<file path="src/rtl/jtx_pkg.sv">
package jtx_pkg;

  // Octets per lane per frame.
  function automatic int calc_f(int l, int m, int s, int np);
    return (m * s * np) / (8 * l);
  endfunction

  // Input bit feeding output bit b of time slot p on lane l.
  function automatic int src_bit(int l, int p, int b, int f, int s, int np, int spc);
    int fr, k, t, sidx, c, si, sb;
    fr   = p / f;
    k    = l * f + (p % f);
    t    = k * 8 + (7 - b);
    sidx = t / np;
    c    = sidx / s;
    si   = sidx % s;
    sb   = np - 1 - (t % np);
    return (c * spc + fr * s + si) * np + sb;
  endfunction

  // True when that output bit falls in the padding below an N-bit sample.
  function automatic bit is_pad(int l, int p, int b, int f, int n, int np);
    int k, t;
    k = l * f + (p % f);
    t = k * 8 + (7 - b);
    return (np - 1 - (t % np)) < (np - n);
  endfunction

endpackage

</file>
<file path="src/rtl/jtx_octet_map.sv">
module jtx_octet_map #(
  parameter int L   = 4,
  parameter int OPB = 4,
  parameter int F   = 1,
  parameter int S   = 1,
  parameter int N   = 16,
  parameter int NP  = 16,
  parameter int SPC = 4,
  parameter int W   = 128
) (
  input  logic [W-1:0] samples,
  output logic [W-1:0] octets
);

  for (genvar gl = 0; gl < L; gl++) begin : g_lane
    for (genvar gp = 0; gp < OPB; gp++) begin : g_slot
      for (genvar gb = 0; gb < 8; gb++) begin : g_bit
        localparam int SRC = jtx_pkg::src_bit(gl, gp, gb, F, S, NP, SPC);
        localparam bit PAD = jtx_pkg::is_pad(gl, gp, gb, F, N, NP);
        localparam int DST = gl * OPB * 8 + gp * 8 + gb;
        if (PAD) begin : g_pad
          assign octets[DST] = 1'b0 & samples[SRC];
        end else begin : g_route
          assign octets[DST] = samples[SRC];
        end
      end
    end
  end

endmodule

</file>
<file path="src/rtl/jtx_stage.sv">
module jtx_stage #(
  parameter int W = 128
) (
  input  logic         clk,
  input  logic         rst_n,
  input  logic         in_valid,
  output logic         in_ready,
  input  logic [W-1:0] in_data,
  output logic         out_valid,
  input  logic         out_ready,
  output logic [W-1:0] out_data
);

  assign in_ready = !out_valid || out_ready;

  always_ff @(posedge clk) begin
    if (!rst_n) begin
      out_valid <= 1'b0;
      out_data  <= '0;
    end else if (in_ready) begin
      out_valid <= in_valid;
      if (in_valid) out_data <= in_data;
    end
  end

endmodule

</file>
<file path="src/rtl/jtx_framer.sv">
module jtx_framer #(
  parameter int L   = 4,
  parameter int M   = 2,
  parameter int S   = 1,
  parameter int N   = 16,
  parameter int NP  = 16,
  parameter int OPB = 4,
  localparam int F     = jtx_pkg::calc_f(L, M, S, NP),
  localparam int FPB   = OPB / F,
  localparam int SPC   = S * FPB,
  localparam int IN_W  = M * SPC * NP,
  localparam int OUT_W = L * OPB * 8
) (
  input  logic             clk,
  input  logic             rst_n,
  input  logic             in_valid,
  output logic             in_ready,
  input  logic [IN_W-1:0]  in_data,
  output logic             out_valid,
  input  logic             out_ready,
  output logic [OUT_W-1:0] out_data,
  input  logic [M-1:0]     chan_en_i,
  output logic [M-1:0]     chan_en_o
);

  if (!(F == 1 || F == 2 || F == 4) || (M * S * NP) != (8 * L * F)
      || (OPB % F) != 0 || IN_W != OUT_W || N > NP) begin : g_bad_cfg
    $error("jtx_framer: unsupported frame configuration");
  end

  logic [OUT_W-1:0] mapped;

  jtx_octet_map #(
    .L(L), .OPB(OPB), .F(F), .S(S), .N(N), .NP(NP), .SPC(SPC), .W(OUT_W)
  ) u_map (
    .samples (in_data),
    .octets  (mapped)
  );

  jtx_stage #(.W(OUT_W)) u_stage (
    .clk       (clk),
    .rst_n     (rst_n),
    .in_valid  (in_valid),
    .in_ready  (in_ready),
    .in_data   (mapped),
    .out_valid (out_valid),
    .out_ready (out_ready),
    .out_data  (out_data)
  );

  always_ff @(posedge clk) begin
    if (!rst_n) chan_en_o <= '0;
    else        chan_en_o <= chan_en_i;
  end

endmodule

</file>
<file path="config.mk">
export PLATFORM = sky130hd
export DESIGN_NAME = jtx_framer
export DESIGN_NICKNAME = d
export VERILOG_FILES = /design/src/rtl/jtx_pkg.sv /design/src/rtl/jtx_octet_map.sv /design/src/rtl/jtx_stage.sv /design/src/rtl/jtx_framer.sv
export SDC_FILE = /design/constraint.sdc
export NUM_CORES = 1
export LEC_CHECK = 0
export BUFFER_PORTS_ARGS = -buffer_cell sky130_fd_sc_hd__buf_2
export CORE_MARGIN = 10
export CORE_UTILIZATION = 40
export CTS_CLUSTER_DIAMETER = 80
export CTS_CLUSTER_SIZE = 12
export DETAILED_ROUTE_END_ITERATION = 12
export GPL_TIMING_DRIVEN = 0
export MAX_ROUTING_LAYER = met4
export PLACE_DENSITY = 0.72
export SLEW_MARGIN = 0
export SYNTH_ARGS = -nofsm -noshare
export SYNTH_HDL_FRONTEND = slang
export SYNTH_SLANG_ARGS = --single-unit
export TNS_END_PERCENT = 20
</file>
<file path="constraint.sdc">
create_clock -name clk -period 1.5 [get_ports clk]
set_input_delay 0 -clock clk [delete_from_list [all_inputs] [get_ports clk]]
set_output_delay 0 -clock clk [all_outputs]
set_load 0.01 [all_outputs]
</file>
==> results of run 1 <==
flip-flops by register name, indices dropped and copies added (netlist names):
signal,flops
chan_en_o,2
u_stage.out_valid,1
u_stage.out_data,128
per-layer routing:
metal | wire [um] | part of all wire, % | vias to the layer above
li1 | - | - | 2642
met1 | 7800 | 42 | 2442
met2 | 8710 | 47 | 230
met3 | 1430 | 7.6 | 49
met4 | 704 | 3.8 | 0
met5 | 0 | 0 | -
Yosys cell counts (all sizes together):
library cell	n
buf	20
inv	1
dfxtp	131
nand2	256
and2	3
a21boi	1
clkbuf	24
mux2i	128
nand2b	1
cell families after synthesis:
group                  after synthesis  share of synthesized area (%)
AOI/OAI and AO/OA                    1                          0.142
buffers and inverters               45                           7.26
DFF                                131                           49.6
muxes                              128                           24.2
and+or+nand+nor                    260                           18.8
power by group:
part / internal (mW) / switching (mW) / total [mW] / leakage (nW)
combinational: 0.821 / 0.737 / 1.56 / 3.04
clock: 2.36 / 1.43 / 3.79 / 0.263
sequential: 3.72 / 0.114 / 3.83 / 1.08
total: 6.90 / 2.28 / 9.17 / 4.38
final cells by class:
type | instances | area (um^2) | area share, %
inverter | 1 | 3.75 | 0.0432
buffer | 44 | 380 | 4.37
antenna | 6 | 15.0 | 0.173
clock buffer | 22 | 474 | 5.45
multi-input combinational | 389 | 2280 | 26.3
timing repair buffer | 396 | 2640 | 30.4
tap | 172 | 215 | 2.47
clock inverter | 6 | 57.6 | 0.662
sequential | 131 | 2620 | 30.2
critical path, delay by kind of cell, from the launching register on:
kind                   cells  cell delay (ns)
AND/OR/NAND/NOR            2             0.23
multiplexers               1             0.21
buffers and inverters      3             0.44
flip-flops                 1             0.34
worst paths after layout:
check,start,endpoint,slack (ns),cells after the start
worst max-delay path,u_stage.out_valid,u_stage.out_data[72],0.20,6
worst min-delay path,rst_n,u_stage.out_data[4],0.11,4
worst max register to register,u_stage.out_valid,u_stage.out_data[72],0.20,6
worst min register to register,u_stage.out_data[37],u_stage.out_data[37],0.45,2
repair_timing:
action                    in CTS  in global routing
hold buffers                 132                  0
setup buffers                  0                  0
resized for setup              0                  0
hold endpoints to repair     131                  0
metrics by stage:
step                power, mW  worst slack [ns]  util, %  instance area, um^2
finish                   9.17             0.204     68.1                 8700
global route             9.54             0.123     68.1                 8700
CTS                      9.22             0.195     68.0                 8680
detailed placement       5.16             0.206     53.5                 6830
global placement         5.15             0.248     53.5                 6830
floorplan                4.60             0.234        -                 5290
==> summary.md, run 1 <==
| Metric | Value |
|---|---|
| Run status | `finished, final reports clean` |
| Yosys cell types | `12` |
| Final wirelength | `18.6 mm` |
| Setup-failing EPs final | `0` |
| Yosys warnings | `0` |
| Worst path cell trace | `nand2b_4 > and2_4 > buf_6 > buf_12 > buf_12 > mux2i_1` |
| Vias | `5363` |
| Post-DRT Antenna Nets | `0` |
| Hold Path Class | `in2reg` |
| Slew Viols, Final | `0` |
| # H-tree levels | `4` |
| Post-synth top area share | `49.6%` |
| Worst Path Required | `~1.8 ns` |
| Commonest non-fill, non-tap cell in the layout | `buf_2` |
| Total track usage | `20.4%` |
| Top post-synthesis cells by area | `dfxtp_1 50%, mux2i_1 24%, nand2_1 18%, buf_12 4.2%, clkbuf_1 1.7%` |
| Pwr dens | `1060 mW/mm^2` |
| Top cell by count, worst path | `buf_12` |
| Seq/Total Area, Yosys | `a little under 50%` |
| CP max stage cell | `dfxtp_1` |
| Area growth, synth to finish | `64.3%` |
| Crit share post-route | `approximately 86%` |
| PortBufs | `264` |
| Detailed placer's ending HPWL | `12.3 mm` |
| Hold slack | `approximately 0.11 ns` |
| Die Y | `approximately 140 um` |
| Clock Latency Late Sink | `0.41 ns` |
| #FFs+latches synth | `131` |
| Final std cells w/o fill | `between 1000 and 1500` |
| Fillers | `936` |
| Routing usage on met1 | `22.8%` |
| Number of global-route vias before repair | `roughly 5600` |
| Most frequent cells in the layout | `269 x buf_2, 256 x nand2_1, 132 x dlygate4sd3_1` |
| WL per Instance | `16.0 um` |
| Mapped Area | `0.00529 mm^2` |
| Iter 0 DRT Violations | `239` |
| RSZ-0062 raised after global routing | `no` |
| Fraction of layout cells with a size suffix above 1 | `31.5%` |
| Global route overflow | `0` |
| Initial DRT Pass Iterations | `6` |
| Final nets | `roughly 1100` |
| Number of CTS-inserted buffers | `17` |
| Clk slew on worst S/H paths | `~0.06 ns` |
| LEAKAGE | `around 4.4 nW` |
| M2 GR Usage | `32.2%` |
| Relative slew slack | `68.2%` |
| Final Hold Fails | `0` |
| Setup crit end kind | `flip-flop` |
| Crit-path max FO | `10` |
| GRT met3 Usage | `6.42%` |
| Synth Instances | `between 500 and 600` |
| GPL Wtd Cong | `0.837` |
| Clk root buf | `clkbuf_16` |
| Slew @ Worst Pin | `between 0.4 and 0.5 ns` |
| Clk buf depth | `2` |
| Setup TNS | `0 ns` |
| Largest net degree at the start of global routing | `17` |
| CTS tree | `built` |
| Maximum vdd drop | `0.537 mV` |
| GRT Max-Usage Layer | `met2` |
| DIE WIDTH | `~140 um` |
| Core area | `0.0128 mm^2` |
| WS Path Type | `reg2reg` |
| Setup crit start kind | `flip-flop` |
| Rows | `41` |
| First-pass GRT wire length | `28.9 mm` |
| Max Cap Violations | `0` |
| Post-route DRC | `0` |
| Total die area | `approximately 0.018 mm^2` |
| Clk_skew | `0.00546 ns` |
| Initial Utilization | `slightly above 40%` |
| Vias per Instance | `4.60` |
| CP Data Arrival Time | `1.62 ns` |
| Crit path largest cell delay | `0.34 ns` |
| Max Clk Rate | `0.771 GHz` |
| Placed cell count | `between 1000 and 1500` |
| Initial antenna violation count | `6` |
| Final min period | `1.30 ns` |
| Syn Area/Cell | `9.37 um^2` |
| Number of primary I/O pins | `~270` |
| Top cell type by total area after synthesis | `dfxtp_1` |
| Syn nets | `699` |
| # clock sinks | `131` |
No activity file was read; power rests on OpenSTA's default activity.
==> run 2: changes to the inputs <==
- PLACE_DENSITY: 0.72 -> 0.71
==> run 2 against run 1 <==
Compared with the run above: power increased by 0.83%; register-to-register slack got worse by 0.06 ns; worst setup slack got worse by 0.056 ns; routed wire length increased by 1.2%; non-clock buffer count unchanged; die area unchanged; maximum frequency decreased by 4.1%; worst hold slack improved by 0.028 ns; global-route usage increased by 0.24 points; sequential cell count unchanged; cell count about the same; sequential power about the same; critical endpoint is now u_stage.out_data[43]; highest routed layer unchanged.
==> summary.md, run 2 (synthesized netlist as in run 1, its figures left out) <==
| Metric | Value |
|---|---|
| Commonest non-fill, non-tap cell in the layout | `buf_2` |
| # clock sinks | `131` |
| Setup crit end kind | `flip-flop` |
| Crit share post-route | `90.1%` |
| # H-tree levels | `4` |
| PortBufs | `roughly 260` |
| WS Path Type | `reg2reg` |
| Global route overflow | `0` |
| Total track usage | `20.7%` |
| Pwr dens | `roughly 1100 mW/mm^2` |
| Total die area | `0.0182 mm^2` |
| Largest reg by FF count | `u_stage.out_data` |
| Placed cell count | `1001` |
| Fraction of layout cells with a size suffix above 1 | `roughly a third` |
| Detailed placer's ending HPWL | `12.2 mm` |
| Net Sw Power | `approximately 2.3 mW` |
| Most frequent cells in the layout | `269 x buf_2, 256 x nand2_1, 132 x dlygate4sd3_1` |
| Combinational share of power | `16.9%` |
| Largest net degree at the start of global routing | `17` |
| LEAKAGE | `4.39 nW` |
| Iter 0 DRT Violations | `241` |
| Final std cells w/o fill | `1168` |
| Fillers | `slightly below 1000` |
| Run status | `finished, final reports clean` |
| CTS tree | `built` |
| Max reg flops | `128` |
| Number of buffers added for setup after CTS | `0` |
| Area growth, synth to finish | `64.6%` |
| First-pass GRT wire length | `approximately 30 mm` |
| Setup WS post-layout | `0.148 ns` |
| Clk slew on worst S/H paths | `0.06 ns` |
| Placed Area | `a little under 0.007 mm^2` |
| Final min period | `1.35 ns` |
| Setup-failing EPs final | `0` |
| Clock power frac | `roughly two fifths` |
| Max Cap Violations | `0` |
| WL per Instance | `16.2 um` |
| Switching part of the total | `24.6%` |
| Slew @ Worst Pin | `~0.5 ns` |
| Worst Path Required | `1.82 ns` |
| Rows | `41` |
| Worst path cell trace | `nand2b_4 > and2_4 > buf_6 > buf_12 > buf_12 > mux2i_1` |
| Die Y | `135 um` |
| Maximum vdd drop | `0.739 mV` |
| Biggest regs | `u_stage.out_data (128), chan_en_o (2), u_stage.out_valid (1)` |
| Number of CTS-inserted buffers | `17` |
| Clk_skew | `between 0.006 and 0.007 ns` |
| Post-route cell area | `0.00871 mm^2` |
| Final nets | `approximately 1100` |
| Crit-path max FO | `10` |
| Top cell by count, worst path | `buf_12` |
| CP Data Arrival Time | `1.67 ns` |
| Vias | `5330` |
| CP max stage cell | `dfxtp_1` |
| Initial DRT Pass Iterations | `4` |
| Relative slew slack | `66.1%` |
| Hold Path Class | `in2reg` |
| Clk root buf | `clkbuf_16` |
| Pre-CTS setup slack | `0.207 ns` |
| Setup TNS | `0 ns` |
| Final wirelength | `18.9 mm` |
| Reg power frac | `41.4%` |
| Post-DRT Antenna Nets | `0` |
| Max Clk Rate | `0.740 GHz` |
| Slew Viols, Final | `0` |
| Post-route DRC | `0` |
| Internal power | `6.97 mW` |
| Vias per Instance | `4.56` |
| Core area | `0.0128 mm^2` |
| Number of global-route vias before repair | `5551` |
| Clk buf depth | `2` |
| Clock Latency Late Sink | `0.41 ns` |
| Initial Utilization | `between 40% and 50%` |
| RSZ-0062 raised after global routing | `no` |
| Final Hold Fails | `0` |
| Number of primary I/O pins | `266` |
| Initial antenna violation count | `4` |
| Crit path largest cell delay | `0.34 ns` |
| Setup crit start kind | `flip-flop` |
| DIE WIDTH | `135 um` |
| GPL Wtd Cong | `0.798` |
-- run 2: cell types whose count changed in the layout (fill, tap and decap cells not counted), sizes merged --
cell / previous run / this run
clkinvlp: 1 / 0
diode: 6 / 4
clkbuf: 46 / 50
-- run 2: timing repair --
| action | CTS | global route |
|---|---|---|
| hold buffers | 132 | 0 |
| hold endpoints to repair | 131 | 0 |
| resized for setup | 0 | 0 |
| setup endpoints to repair | 0 | 0 |
-- run 2: worst paths after layout --
kind / start / endpoint / slack [ns] / cells past startpoint
setup / recovery: u_stage.out_valid / u_stage.out_data[43] / 0.15 / 6
hold / removal: rst_n / u_stage.out_data[4] / 0.13 / 4
setup reg to reg: u_stage.out_valid / u_stage.out_data[43] / 0.15 / 6
hold reg to reg: u_stage.out_data[100] / u_stage.out_data[100] / 0.45 / 2
-- run 2: through the flow --
step           hold slack [ns]  utilization [%]  power [mW]
2_1_floorplan            0.116                -        4.60
3_3_place_gp             0.206             53.5        5.15
3_5_place_dp             0.211             53.5        5.16
4_1_cts                  0.116             68.1        9.30
5_1_grt                  0.146             68.2        9.65
6_report                 0.133             68.2        9.25
-- run 2: cell type report --
class | count | area (um^2) | area share (%)
diodes | 4 | 10.0 | 0.115
plain buffers | 44 | 380 | 4.37
clock buffers | 26 | 499 | 5.73
clock inverters | 5 | 50.0 | 0.575
inverters | 1 | 3.75 | 0.0431
multi-input cells | 389 | 2280 | 26.2
flip-flops and latches | 131 | 2620 | 30.1
well taps | 172 | 215 | 2.47
repair buffers | 396 | 2640 | 30.3
-- run 2: power by group through the flow --
stage | clock, mW | combinational, mW | sequential [mW]
6_report | 3.86 | 1.56 | 3.83
5_1_grt | 4.11 | 1.69 | 3.85
4_1_cts | 3.93 | 1.54 | 3.83
3_5_place_dp | 0 | 1.27 | 3.89
3_3_place_gp | 0 | 1.26 | 3.89
2_1_floorplan | 0 | 0.596 | 4.01
-- run 2: worst max-delay path, delay by kind of cell (launching register included) --
family / cells / cell delay, ns
mux: 1 / 0.25
flops: 1 / 0.34
buf+inv: 3 / 0.44
simple gates: 2 / 0.22
-- run 2: routing by layer --
layer / share of wire [%] / GRT usage [%]
met1: 41 / 23.3
met2: 48 / 32.6
met3: 7.7 / 6.71
met4: 3.4 / 9.87
met5: 0 / -
